--- src/rtl/segdec_pkg.sv ---
// Package: segdec_pkg
// Shared widths, types and constant patterns for the seven-segment
// decoder chain. Assumes segment order a..g from MSB to LSB.
package segdec_pkg;
    localparam int BCD_W = 4;
    localparam int SEG_W = 7;

    typedef logic [BCD_W-1:0] bcd_t;
    typedef logic [SEG_W-1:0] seg_t;

    // Active-low drive levels for the whole digit.
    localparam seg_t SEG_ALL_OFF_N = '1;
    localparam seg_t SEG_ALL_ON_N  = '0;

    // Highest code that is a valid decimal digit.
    localparam bcd_t BCD_MAX = 4'd9;
endpackage

--- src/rtl/segdec_rom.sv ---
// Module: segdec_rom
// Looks up the active-high segment pattern for one BCD code.
// Assumes: purely combinational; codes above 9 return an empty pattern.
module segdec_rom
    import segdec_pkg::*;
(
    input  bcd_t code_i,
    output seg_t pat_o,
    output logic valid_o
);
    // Pattern lookup, segment a in bit 6 down to g in bit 0.
    always_comb begin
        unique case (code_i)
            4'd0:    pat_o = 7'b1111110;
            4'd1:    pat_o = 7'b0110000;
            4'd2:    pat_o = 7'b1101101;
            4'd3:    pat_o = 7'b1111001;
            4'd4:    pat_o = 7'b0110011;
            4'd5:    pat_o = 7'b1011011;
            4'd6:    pat_o = 7'b1011111;
            4'd7:    pat_o = 7'b1110000;
            4'd8:    pat_o = 7'b1111111;
            4'd9:    pat_o = 7'b1111011;
            default: pat_o = 7'b0000000;
        endcase
    end

    // Marks codes that belong to a decimal digit.
    assign valid_o = (code_i <= BCD_MAX);
endmodule

--- src/rtl/segdec_cell.sv ---
// Module: segdec_cell
// One digit position: decodes the code, applies lamp test and the
// blanking chain, and produces the active-low segment field.
// Assumes: combinational; the caller registers the outputs.
module segdec_cell
    import segdec_pkg::*;
(
    input  bcd_t code_i,
    input  logic lamp_n_i,
    input  logic rb_in_n_i,
    output seg_t seg_n_o,
    output logic rb_out_n_o
);
    seg_t pat;
    logic valid;
    logic is_zero;
    logic blank;

    segdec_rom u_rom (
        .code_i  (code_i),
        .pat_o   (pat),
        .valid_o (valid)
    );

    // Zero detection feeds the blanking decision.
    assign is_zero = (code_i == '0);

    // Blanking needs an active chain, a zero digit and no lamp test.
    assign blank = !rb_in_n_i && is_zero && lamp_n_i;

    // The chain continues only through a blanked digit.
    assign rb_out_n_o = !blank;

    // Segment drive priority: lamp test, then blanking, then decode.
    always_comb begin
        if (!lamp_n_i)
            seg_n_o = SEG_ALL_ON_N;
        else if (blank || !valid)
            seg_n_o = SEG_ALL_OFF_N;
        else
            seg_n_o = ~pat;
    end
endmodule

--- src/rtl/segdec_chain.sv ---
// Module: segdec_chain
// Row of DIGITS decoder cells joined by a leading-zero blanking chain
// that runs from the most significant digit (DIGITS-1) to digit 0.
// Assumes: synchronous active-low reset; outputs registered one cycle.
module segdec_chain
    import segdec_pkg::*;
#(
    parameter int DIGITS = 4
) (
    input  logic                  clk,
    input  logic                  rst_n,
    input  logic                  lamp_test_n,
    input  logic                  blank_in_n,
    input  logic [BCD_W*DIGITS-1:0] digits_bcd,
    output logic [SEG_W*DIGITS-1:0] seg_n,
    output logic                  blank_out_n
);
    localparam int SEG_BITS = SEG_W * DIGITS;

    logic [DIGITS:0]       rb_n;
    logic [SEG_BITS-1:0]   seg_comb;

    // Chain entry sits above the most significant digit.
    assign rb_n[DIGITS] = blank_in_n;

    for (genvar d = 0; d < DIGITS; d++) begin : g_digit
        segdec_cell u_cell (
            .code_i     (digits_bcd[d*BCD_W +: BCD_W]),
            .lamp_n_i   (lamp_test_n),
            .rb_in_n_i  (rb_n[d+1]),
            .seg_n_o    (seg_comb[d*SEG_W +: SEG_W]),
            .rb_out_n_o (rb_n[d])
        );

        // an invalid code leaves the digit dark unless lamp test is on.
        assert_bad_code_off_R3: assert property (@(posedge clk) disable iff (!rst_n)
            ($past(rst_n) && $past(lamp_test_n) &&
             ($past(digits_bcd[d*BCD_W +: BCD_W]) > BCD_MAX))
            |-> (seg_n[d*SEG_W +: SEG_W] == SEG_ALL_OFF_N));
    end

    // Output register: segments and chain exit, cleared to dark.
    always_ff @(posedge clk) begin
        if (!rst_n) begin
            seg_n       <= {SEG_BITS{1'b1}};
            blank_out_n <= 1'b1;
        end else begin
            seg_n       <= seg_comb;
            blank_out_n <= rb_n[0];
        end
    end

    // a reset cycle leaves every segment off and the chain exit high.
    assert_reset_dark_R1: assert property (@(posedge clk)
        !rst_n |=> (seg_n == {SEG_BITS{1'b1}} && blank_out_n));

    // lamp test lights everything and stops the chain.
    assert_lamp_all_on_R4: assert property (@(posedge clk) disable iff (!rst_n)
        ($past(rst_n) && !$past(lamp_test_n))
        |-> (seg_n == '0 && blank_out_n));

    // an active chain exit means every digit above it was blanked.
    assert_exit_dark_R5: assert property (@(posedge clk) disable iff (!rst_n)
        !blank_out_n |-> (seg_n == {SEG_BITS{1'b1}}));

    // the chain can only be active at the exit if it entered active.
    assert_chain_origin_R8: assert property (@(posedge clk) disable iff (!rst_n)
        ($past(rst_n) && !blank_out_n) |-> !$past(blank_in_n));
endmodule

--- config.mk ---
export PLATFORM = sky130hd
export DESIGN_NAME = segdec_chain
export DESIGN_NICKNAME = d
export VERILOG_FILES = /design/src/rtl/segdec_pkg.sv /design/src/rtl/segdec_rom.sv /design/src/rtl/segdec_cell.sv /design/src/rtl/segdec_chain.sv
export SDC_FILE = /design/constraint.sdc
export NUM_CORES = 1
export LEC_CHECK = 0
export BUFFER_PORTS_ARGS = -buffer_cell sky130_fd_sc_hd__buf_2
export CAP_MARGIN = 20
export CORE_MARGIN = 2
export CORE_UTILIZATION = 51
export CTS_BUF_LIST = sky130_fd_sc_hd__clkbuf_2
export DETAILED_ROUTE_END_ITERATION = 7
export HOLD_SLACK_MARGIN = 0.02
export PLACE_DENSITY_LB_ADDON = 0.3
export SLEW_MARGIN = 25
export SYNTH_ARGS = -nofsm -noshare
export SYNTH_HDL_FRONTEND = slang
export SYNTH_HIERARCHICAL = 1
export SYNTH_SLANG_ARGS = --single-unit
--- constraint.sdc ---
create_clock -name clk -period 4.1 [get_ports clk]
set_input_delay 0.615 -clock clk [delete_from_list [all_inputs] [get_ports clk]]
set_output_delay 0.615 -clock clk [all_outputs]
set_load 0.05 [all_outputs]
==> run_results.csv <==
group,metric,value,unit
run_status,status,"completed",
worst_setup_path,crit_start,"digits_bcd[12]",
clocking,postCtsSetupBuffers,0,
floorplan,ios,49,
clocking,cts_buffers,5,
global_route,grt_max_degree,31,
timing,fin_setup_tns,0,ns
clocking,cts_sinks,29,
hold_path,holdPathEnd,"blank_out_n",
drt,viasPerCell,5.13,
floorplan,die_h,69.6,um
logic_synthesis,synth_edf_count,0,
logic_synthesis,synthesis.nets,313,
clocking,cts_tree,"built",
timing,hold_viol_final,0,
cells_and_area,drive_gt1_share,23.3,%
power,power.density,282,nW/um2
timing,setup_ws,0.603,ns
global_route,grt_pass1_wl,6780,um
timing,relSlewSlack,55.1,%
logic_synthesis,synth.most_common_cell,"nand2b_1",
drt,vias,1821,
floorplan,die-area,4850,um2
drt,wl,3900,um
global_route,grt_overflow_total,0,
drt,drc,0,
logic_synthesis,yosys-top-cells-area,"dfxtp_1, ha_1, o2bb2ai_1, nand2b_1, o22ai_1",
logic_synthesis,netlist.area_leader.share,26.4,%
floorplan,placeableCoreArea,4090,um2
clocking,cts-resized-gates,0,
cells_and_area,layout.nets,352,
timing,fmaxAchievable,0.286,GHz
place,hpwl,3010,um
place,gp_congestion,0.892,
logic_synthesis,yosysTopAreaCell,"dfxtp_1",
cells_and_area,diodes,0,
hold_path,hold_depth,2,
worst_setup_path,critPathCaptureType,"flip-flop",
logic_synthesis,synth_cells,265,
logic_synthesis,synth_cell_type_count,22,
timing,setup_viol,0,
logic_synthesis,ys_seq_elements,29,
hold_path,min_from,"rst_n",
power,ir_drop,99.1,uV
logic_synthesis,synth_common_cells,"nand2b_1, dfxtp_1, ha_1, nand2_1, o2bb2ai_1",
logic_synthesis,async_flop_share,0,%
worst_setup_path,cp_max_fo,7,
global_route,grt_pass1_vias,1583,
clocking,clockBufferDepth,2,
worst_setup_path,worst_ep_required_time,4.39,ns
worst_setup_path,startpoint_type,"primary input",
drt,wl_per_cell,11.0,um
place,dp_slack,0.219,ns
worst_setup_path,arrival,3.79,ns
global_route,grt.total_usage,16.8,%
timing,finalCriticalPeriod,3.50,ns
power,p_leak,1.13,nW
cells_and_area,post-route-util,59.7,%
logic_synthesis,netlist_area,2200,um2
clocking,root_buffer,"clkbuf_2",
place,port_buffers,48,
logic_synthesis,seq_area_frac_synth,26.4,%
worst_setup_path,worst-setup-path-type,"primary input to flip-flop",
floorplan,die_x,69.6,um
drt,drtIter0Drc,84,
timing,timing.final.crit_share,85.3,%
timing,rsz0062_at_grt,"no",
hold_path,hold_path_class,"primary input to flip-flop",
global_route,antenna_found_initial,0,
flow_run,max_cap_viol_count,0,
cells_and_area,area_delta_synth_final,11.0,%
timing,hold_slack,0.664,ns
timing,tightestPinTransition,0.666,ns
floorplan,start_util,53.8,%
logic_synthesis,synth_top_flop_cell,"dfxtp_1",
drt,first_pass_iters,4,
clocking,holdBufCountCts,0,
drt,ant_nets,0,
timing,drv_slew,0,
logic_synthesis,avgSynthCellArea,8.29,um2
floorplan,num_rows,23,
clocking,path_clk_slew,0.15,ns
clocking,h-tree-depth,2,
logic_synthesis,synth_warnings,6,
-- layer usage --
layer | up-vias | wire length [um] | track usage [%]
met5 | - | 0 | 0
met4 | 0 | 31 | 5.13
met3 | 5 | 175 | 5.23
met2 | 39 | 1890 | 29.3
met1 | 803 | 1800 | 19.7
li1 | 974 | - | -
-- placed cells by master, fill, tap and decap left out, types with 12 or more instances in the layout --
master and count:
nand2_1 28, inv_1 20, nor2_1 12, dfxtp_1 29, ha_1 28, o2bb2ai_1 28
o22ai_1 20, nand2b_1 33, buf_2 48
-- area by class of cell --
| cell class | instances | area (um2) |
|---|---|---|
| clock inverter | 2 | 10.0 |
| inverter | 20 | 75.1 |
| fill | 391 | 1650 |
| multi-input combinational | 193 | 1390 |
| sequential | 29 | 581 |
| tap | 50 | 62.6 |
| clock buffer | 6 | 30.0 |
| timing repair buffer | 55 | 293 |
-- flip-flops by register name (all words and copies together) (netlist names) --
| register | cells |
|---|---|
| seg_n | 28 |
| blank_out_n | 1 |
-- critical path, cell delays in order --
cell       delay (ns)
buf_2            0.13
or4b_1           0.53
or2_1            0.23
or4b_1           0.48
or2_1            0.22
or4b_1           0.48
or2_1            0.22
or4b_1           0.47
buf_4            0.17
o2bb2ai_1        0.13
nand2b_1         0.11
-- how the worst max path moves through the flow --
stage	to	slack, ns	cells after the start
final	seg_n[0]	0.60	11
after global routing	seg_n[4]	0.43	11
after CTS	seg_n[0]	0.61	11
after detailed placement	seg_n[0]	0.22	11
after global placement	blank_out_n	0.28	10
after floorplan	blank_out_n	-0.09	14
-- logic make-up after synthesis --
family / count (synthesis) / share of synthesized area (%)
flops: 29 / 26.4
buf+inv: 43 / 10.4
simple gates: 85 / 20.3
compound gates: 72 / 23.5
fa+ha+maj: 28 / 15.9
mux: 4 / 1.82
xor+xnor: 4 / 1.59
-- through the flow --
stage	cells	total power, mW	cell area [um2]
finish	355	0.687	2440
global route	355	0.736	2440
CTS	355	0.701	2440
detailed placement	347	0.558	2400
global placement	347	0.556	2400
floorplan	265	0.512	2200
-- where the power goes --
part | total, mW | internal [mW] | switching [mW]
Sequential | 0.307 | 0.302 | 0.00465
Combinational | 0.243 | 0.0832 | 0.160
Clock | 0.137 | 0.0428 | 0.0945
Power figures use the tool's default switching activity.
